### config.mk
export PLATFORM = sky130hd
export DESIGN_NAME = cond_eval
export DESIGN_NICKNAME = d
export VERILOG_FILES = /design/src/rtl/cond_pkg.sv /design/src/rtl/cond_base_eval.sv /design/src/rtl/cond_pick.sv /design/src/rtl/cond_eval.sv
export SDC_FILE = /design/constraint.sdc
export NUM_CORES = 1
export LEC_CHECK = 0
export CELL_PAD_IN_SITES_DETAIL_PLACEMENT = 1
export CELL_PAD_IN_SITES_GLOBAL_PLACEMENT = 2
export CORE_AREA = 2 2 39 41
export DETAILED_ROUTE_END_ITERATION = 6
export DIE_AREA = 0 0 41 43
export GPL_TIMING_DRIVEN = 0
export PLACE_DENSITY_LB_ADDON = 0.08
export SLEW_MARGIN = 20
export SYNTH_ARGS = -nofsm -noshare
export SYNTH_HDL_FRONTEND = slang
export SYNTH_SLANG_ARGS = --single-unit
### constraint.sdc
create_clock -name clk -period 1.9 [get_ports clk]
set_input_delay 0.38 -clock clk [delete_from_list [all_inputs] [get_ports clk]]
set_output_delay 0.38 -clock clk [all_outputs]
set_load 0.1 [all_outputs]
### src/rtl/cond_pkg.sv
package cond_pkg;
  localparam int SEL_W = 4;
  localparam int PAIR_W = SEL_W - 1;
  localparam int PAIRS = 1 << PAIR_W;

  typedef struct packed {
    logic n;
    logic z;
    logic c;
    logic v;
  } flags_t;

  // Base predicate index = selector[3:1]; selector[0] inverts.
  typedef enum logic [PAIR_W-1:0] {
    P_ZERO   = 3'd0,
    P_CARRY  = 3'd1,
    P_NEG    = 3'd2,
    P_OVF    = 3'd3,
    P_UHI    = 3'd4,
    P_SGE    = 3'd5,
    P_SGT    = 3'd6,
    P_TRUE   = 3'd7
  } pair_e;
endpackage

### src/rtl/cond_base_eval.sv
module cond_base_eval
  import cond_pkg::*;
(
  input  flags_t           flags,
  output logic [PAIRS-1:0] base
);
  logic n_eq_v;

  always_comb begin
    n_eq_v          = (flags.n == flags.v);
    base            = '0;
    base[P_ZERO]    = flags.z;
    base[P_CARRY]   = flags.c;
    base[P_NEG]     = flags.n;
    base[P_OVF]     = flags.v;
    base[P_UHI]     = flags.c & ~flags.z;
    base[P_SGE]     = n_eq_v;
    base[P_SGT]     = ~flags.z & n_eq_v;
    base[P_TRUE]    = 1'b1;
  end
endmodule

### src/rtl/cond_pick.sv
module cond_pick
  import cond_pkg::*;
(
  input  logic [PAIRS-1:0] base,
  input  logic [SEL_W-1:0] sel,
  output logic             pass
);
  logic chosen;

  always_comb begin
    chosen = base[sel[SEL_W-1:1]];
    pass   = chosen ^ sel[0];
  end
endmodule

### src/rtl/cond_eval.sv
module cond_eval
  import cond_pkg::*;
#(
  parameter bit REG_OUT = 1'b1
) (
  input  logic             clk,
  input  logic             rst,
  input  logic             flag_n,
  input  logic             flag_z,
  input  logic             flag_c,
  input  logic             flag_v,
  input  logic [SEL_W-1:0] cond_sel,
  output logic             pass_o
);
  flags_t           flags;
  logic [PAIRS-1:0] base;
  logic             pass_comb;

  assign flags = '{n: flag_n, z: flag_z, c: flag_c, v: flag_v};

  cond_base_eval u_base (
    .flags (flags),
    .base  (base)
  );

  cond_pick u_pick (
    .base (base),
    .sel  (cond_sel),
    .pass (pass_comb)
  );

  generate
    if (REG_OUT) begin : g_reg
      logic pass_q;

      always_ff @(posedge clk) begin
        if (rst) pass_q <= 1'b0;
        else     pass_q <= pass_comb;
      end
      assign pass_o = pass_q;

      a_r10_reset_clears: assert property (@(posedge clk) rst |=> !pass_o);
      a_r8_always: assert property (@(posedge clk) disable iff (rst)
        (cond_sel == 4'd14) |=> pass_o);
      a_r8_never: assert property (@(posedge clk) disable iff (rst)
        (cond_sel == 4'd15) |=> !pass_o);
      a_r1_eq: assert property (@(posedge clk) disable iff (rst)
        (cond_sel == 4'd0) |=> (pass_o == $past(flag_z)));
      a_r5_hi: assert property (@(posedge clk) disable iff (rst)
        (cond_sel == 4'd8 && flag_c && !flag_z) |=> pass_o);
      a_r6_ge: assert property (@(posedge clk) disable iff (rst)
        (cond_sel == 4'd10 && flag_n == flag_v) |=> pass_o);
      a_r7_gt: assert property (@(posedge clk) disable iff (rst)
        (cond_sel == 4'd12 && flag_z) |=> !pass_o);
    end else begin : g_comb
      assign pass_o = pass_comb;

      always_comb begin
        if (cond_sel == 4'd15) a_r8_never_c: assert (!pass_o);
      end
    end
  endgenerate
endmodule

==> summary.md, run 1 <==
| Metric | Value |
|---|---|
| Slew HR | `0.359` |
| DR WL/cell | `9.83 um` |
| Worst hold path stage count | `5` |
| P_sw | `0.0000368 W` |
| Worst Hold Class | `in -> reg` |
| Vias | `153` |
| Area delta synth->final | `135%` |
| Leak | `0.119 nW` |
| N_diodes | `0` |
| Hold Violations, Final | `0` |
| First-pass GRT wire length | `690 um` |
| Io pins | `11` |
| Initial antenna violation count | `0` |
| Int Power | `0.0000561 W` |
| Syn Area/Cell | `8.85 um2` |
| Critical path buffer and inverter count | `1` |
| CP Data Required Time | `1.78 ns` |
| IO Port Bufs | `10` |
| Die height | `43 um` |
| Detailed placement HPWL | `330 um` |
| Busiest grt layer | `met2` |
| Post-synth top area cell | `mux2_1` |
| RSZ-0062 raised after global routing | `false` |
| Placed cell count | `40` |
| Routed wire length | `393 um` |
| Most frequent cell after synthesis | `nor2b_1` |
| Clock transition at path regs | `0 ns` |
| Syn Nets | `24` |
| Setup-failing EPs final | `0` |
| Startpoint Class | `input port` |
| Final min period | `1.80 ns` |
| Initial Util | `0.0895` |
| Synth Flop Type | `dfxtp_1` |
| Sequential area share after synthesis | `0.162` |
| FP Rows | `14` |
| Fin. max-slew vios | `0` |
| Power density cells | `319 nW/um2` |
| Post-layout nets | `36` |
| Tightest Pin Transition | `0.958 ns` |
| Slowest cell on the critical path | `clkdlybuf4s50_1` |
| Post-DR vias/cell | `3.83` |
| Hold WS | `0.986 ns` |
| Delay-heaviest family, CP | `multiplexers` |
| Routing usage on met2 | `0.0875` |
| Largest net degree at the start of global routing | `7` |
| Synth cell count leaders | `3 x nor2b_1, 2 x mux2_1` |
| Cell count after synthesis | `14` |
| Sw frac | `0.396` |
| Vias in the first global route | `145` |
| Register bit total from synthesis | `1` |
| CP max FO | `2` |
| Pre-antenna DRT Iters | `1` |
| Synthesized area | `124 um2` |
| Hold endpoint | `pass_o$_SDFF_PP0_` |
| Die width | `41 um` |
| Status | `completed` |
| GPL Wtd Cong | `0.513` |
| Share of layout cells above drive strength 1 | `0.292` |
| Yosys warns | `0` |
| M1 GR Usage | `0.0794` |
| Largest register FFs | `1` |
| Area of the core | `1380 um2` |
| Total die area | `1760 um2` |
| DRT iter0 DRCs | `0` |
| Met3 Resource Use GR | `0` |
| Gr ovfl total | `0` |
| CP Data Arrival Time | `1.68 ns` |
| DRC violation count after routing | `0` |
| Yosys cell types | `11` |
| DRT antenna net count | `0` |
| Post-synth EDFFs | `0` |
| Cells along the critical path | `clkdlybuf4s50_1 > mux2_2 > nor3b_2 > a311oi_2 > mux2_1` |
| Max stage delay on crit path | `0.49 ns` |
| Kind of critical path | `in -> reg` |
| Fmax | `0.554 GHz` |
| Ys async rst share | `0` |
| Fin crit share | `0.950` |
| Gr usage total | `0.0530` |
| Peak VDD IR | `0.0000626 V` |
| Area share of the largest cell type after synthesis | `0.182` |
| Synth top area cells | `mux2_1 18%, dfxtp_1 16%, nor2b_1 15%, nor4b_2 12%, a2111oi_0 7.1%` |
| Finished Layout Cells | `40` |
| Hold_sp | `flag_v` |
| Worst setup EP type | `register` |
| Sequential share of power | `0.258` |
| Part of the power in the clock network | `0` |
| CTS Hold Bufs | `0` |
| Filler instances | `168` |
| Max cap viols | `0` |
| Logic pwr share | `0.742` |
## metal layers
layer	wire length (um)	vias to the layer above	share of wire
met4	0	0	0
met3	15	0	0.038
met2	228	4	0.58
met1	149	74	0.38
met5	0	-	0
li1	-	75	-
## repair_timing
item	CTS	global route
buffers inserted	0	0
resized for setup	3	14
endpoints found under the setup margin	1	1
pin swaps	1	1
## worst max-delay path by stage
stage | from | endpoint | slack (ns) | cells past startpoint
after floorplan | cond_sel[1] | pass_o$_SDFF_PP0_ | 0.50 | 4
after global placement | cond_sel[1] | pass_o$_SDFF_PP0_ | -0.17 | 5
after detailed placement | cond_sel[1] | pass_o$_SDFF_PP0_ | -0.16 | 5
after CTS | flag_z | pass_o$_SDFF_PP0_ | 0.01 | 5
after global routing | flag_n | pass_o$_SDFF_PP0_ | 0.0008 | 5
final | flag_n | pass_o$_SDFF_PP0_ | 0.1 | 5
## cells by family (layout without fill, tap and decap cells)
| family | Yosys count | in the layout | synth area share |
|---|---|---|---|
| flops | 1 | 1 | 0.162 |
| simple gates | 6 | 6 | 0.364 |
| xor+xnor | 1 | 1 | 0.0707 |
| mux | 2 | 2 | 0.182 |
| compound gates | 4 | 4 | 0.222 |
| buf+inv | 0 | 10 | 0 |
## final cells by class
class,count,area (um2),area share
multi-input combinational,13,150,0.515
sequential,1,20.0,0.0687
tap,16,20.0,0.0687
timing repair buffer,10,101,0.348
## power groups by stage
stage | Clock, W | Sequential [W] | Combinational, W
floorplan | 0 | 0.0000397 | 0.0000134
global placement | 0 | 0.0000240 | 0.0000590
detailed placement | 0 | 0.0000240 | 0.0000593
CTS | 0 | 0.0000240 | 0.0000586
global route | 0 | 0.0000244 | 0.0000742
finish | 0 | 0.0000240 | 0.0000689
## placed cells by master (no fill, tap or decap)
| master | instances |
|---|---|
| a2111oi_4 | 1 |
| a21oi_1 | 1 |
| a311oi_2 | 1 |
| clkbuf_2 | 1 |
| clkdlybuf4s50_1 | 5 |
| dfxtp_1 | 1 |
| dlygate4sd2_1 | 1 |
| dlymetal6s2s_1 | 3 |
| mux2_1 | 1 |
| mux2_2 | 1 |
| nor2_1 | 1 |
| nor2b_1 | 2 |
| nor2b_4 | 1 |
| nor3b_2 | 1 |
| nor4b_4 | 1 |
| o21ai_1 | 1 |
| xnor2_1 | 1 |
## per-stage QoR
| step | util | power, W | cell area, um2 | setup TNS (ns) | setup slack [ns] |
|---|---|---|---|---|---|
| 6_report | 0.211 | 0.0000929 | 292 | 0 | 0.0958 |
| 5_1_grt | 0.211 | 0.0000986 | 292 | 0 | 0.000842 |
| 3_3_place_gp | 0.176 | 0.0000831 | 244 | -0.175 | -0.175 |
| 3_5_place_dp | 0.176 | 0.0000833 | 244 | -0.162 | -0.162 |
| 2_1_floorplan | - | 0.0000532 | 124 | 0 | 0.499 |
| 4_1_cts | 0.175 | 0.0000826 | 243 | 0 | 0.0137 |
## tightest hold or removal path: stages
cell and delay (ns):
dlymetal6s2s_1 0.11, xnor2_1 0.07, o21ai_1 0.10, a311oi_2 0.11
mux2_1 0.19
Power figures use the tool's default switching activity.
==> inputs of run 2 (changes only) <==
clock period = 2 ns   (was 1.9 ns; I/O delays follow)
==> summary.md, run 2 (same netlist as run 1, synthesis figures left out) <==
| Metric | Value |
|---|---|
| DRT antenna net count | `0 (unchanged)` |
| Max cap viols | `0 (unchanged)` |
| Most common cell on crit path | `mux2_1` |
| CP Data Required Time | `1.88 ns (was 1.78 ns)` |
| CP Data Arrival Time | `1.76 ns (was 1.68 ns)` |
| RSZ-0062 raised after global routing | `false (unchanged)` |
| Largest net degree at the start of global routing | `7 (unchanged)` |
| Gr usage total | `0.0540 (was 0.0530)` |
| N_diodes | `0 (unchanged)` |
| Post-layout nets | `36 (unchanged)` |
| Pre-antenna DRT Iters | `1 (unchanged)` |
| Slew HR | `0.359 (unchanged)` |
| Die height | `43 um (unchanged)` |
| Kind of critical path | `in -> reg (unchanged)` |
| Commonest non-fill, non-tap cell in the layout | `clkdlybuf4s50_1 (unchanged)` |
| CP max FO | `2 (unchanged)` |
| Io pins | `11 (unchanged)` |
| Fin worst setup slack | `0.118 ns (was 0.0958 ns)` |
| Slowest cell on the critical path | `clkdlybuf4s50_1 (unchanged)` |
| Largest register FFs | `1 (unchanged)` |
| DRT iter0 DRCs | `0 (unchanged)` |
| Worst hold path stage count | `3 (was 5)` |
| Filler instances | `169 (was 168)` |
| Hold WS | `1.09 ns (was 0.986 ns)` |
| Worst setup EP type | `register (unchanged)` |
| CTS Hold Bufs | `0 (unchanged)` |
| Detailed placement HPWL | `330 um (unchanged)` |
| Share of layout cells above drive strength 1 | `0.167 (was 0.292)` |
| Hold Violations, Final | `0 (unchanged)` |
| Post-DR vias/cell | `3.78 (was 3.83)` |
| Initial antenna violation count | `0 (unchanged)` |
| Power density cells | `317 nW/um2 (was 319 nW/um2)` |
| Gr ovfl total | `0 (unchanged)` |
| IO Port Bufs | `10 (unchanged)` |
| Area delta synth->final | `110% (was 135%)` |
| Pre-CTS WS | `-0.0822 ns (was -0.162 ns)` |
| Total die area | `1760 um2 (unchanged)` |
| Final min period | `1.88 ns` |
| Tightest Pin Transition | `0.958 ns (about the same)` |
| Peak VDD IR | `0.0000606 V (was 0.0000626 V)` |
| Setup-failing EPs final | `0 (unchanged)` |
| Clock transition at path regs | `0 ns (about the same)` |
| Vias | `151 (was 153)` |
| Leak | `0.0885 nW (was 0.119 nW)` |
| Fin crit share | `0.941` |
| Final design utilization | `0.188 (was 0.211)` |
| DRC violation count after routing | `0 (unchanged)` |
| Area of the multi-input gates | `119 um2 (was 150 um2)` |
| Vias in the first global route | `146 (was 145)` |
| Max stage delay on crit path | `0.43 ns (was 0.49 ns)` |
| Sequential Area | `20.0 um2 (unchanged)` |
| Fmax | `0.531 GHz` |
| Worst Hold Class | `in -> reg (unchanged)` |
| Startpoint Class | `input port (unchanged)` |
| Setup Buffers After CTS | `0 (unchanged)` |
| GPL Wtd Cong | `0.513 (unchanged)` |
| DR WL/cell | `9.60 um (was 9.83 um)` |
| Status | `completed (unchanged)` |
| First-pass GRT wire length | `703 um (was 690 um)` |
| Fin. max-slew vios | `0 (unchanged)` |
| Die width | `41 um (unchanged)` |
| Initial Util | `0.0895 (unchanged)` |
| FP Rows | `14 (unchanged)` |
| Final Power | `0.0000825 W (was 0.0000929 W)` |
| Routed wire length | `384 um (was 393 um)` |
| Area of the core | `1380 um2 (unchanged)` |
| Cells along the critical path | `clkdlybuf4s50_1 > mux2_1 > nor3b_1 > a311oi_2 > mux2_1 (was clkdlybuf4s50_1 > mux2_2 > nor3b_2 > a311oi_2 > mux2_1)` |
| Most frequent cells in the layout | `8 x clkdlybuf4s50_1, 2 x nor2b_1, 2 x mux2_1 (was 5 x clkdlybuf4s50_1, 3 x dlymetal6s2s_1, 2 x nor2b_1)` |
[run 2: worst max-delay path, delay by kind of cell]
family / cells / cell delay, ns
buffers and inverters: 1 / 0.43
AO/OA/AOI/OAI: 1 / 0.06
AND/OR/NAND/NOR: 1 / 0.23
multiplexers: 2 / 0.64
[run 2: final cells by class]
| cell class | count | area share |
|---|---|---|
| multi-input combinational | 13 | 0.457 |
| sequential | 1 | 0.0769 |
| tap | 16 | 0.0769 |
| timing repair buffer | 10 | 0.389 |
[run 2: power by group]
part           total (W)  switching, W  internal [W]
Clock                  0             0             0
Sequential     0.0000228   0.000000400     0.0000224
Combinational  0.0000597     0.0000306     0.0000291
[run 2: per-layer routing]
layer | track usage | part of all wire | vias to the layer above
met1 | 0.0825 | 0.44 | 71
met3 | 0 | 0.036 | 0
li1 | - | - | 76
met4 | 0 | 0 | 0
met2 | 0.0875 | 0.52 | 4
met5 | 0 | 0 | -
[run 2: worst paths after layout]
kind / from / slack (ns) / end
worst min-delay path: rst / 1.09 / pass_o$_SDFF_PP0_
worst max-delay path: flag_v / 0.12 / pass_o$_SDFF_PP0_
[run 2: what timing repair did]
item,4_1_cts,5_1_grt
hold endpoints to repair,0,0
pin swaps,1,1
endpoints found under the setup margin,1,1
gates resized for setup,1,5
[run 2: through the flow]
stage / std cells / area (um2) / TNS, ns
detailed placement: 40 / 244 / -0.0822
CTS: 40 / 243 / 0
floorplan: 14 / 124 / 0
global placement: 40 / 244 / -0.0946
global route: 40 / 260 / 0
finish: 40 / 260 / 0
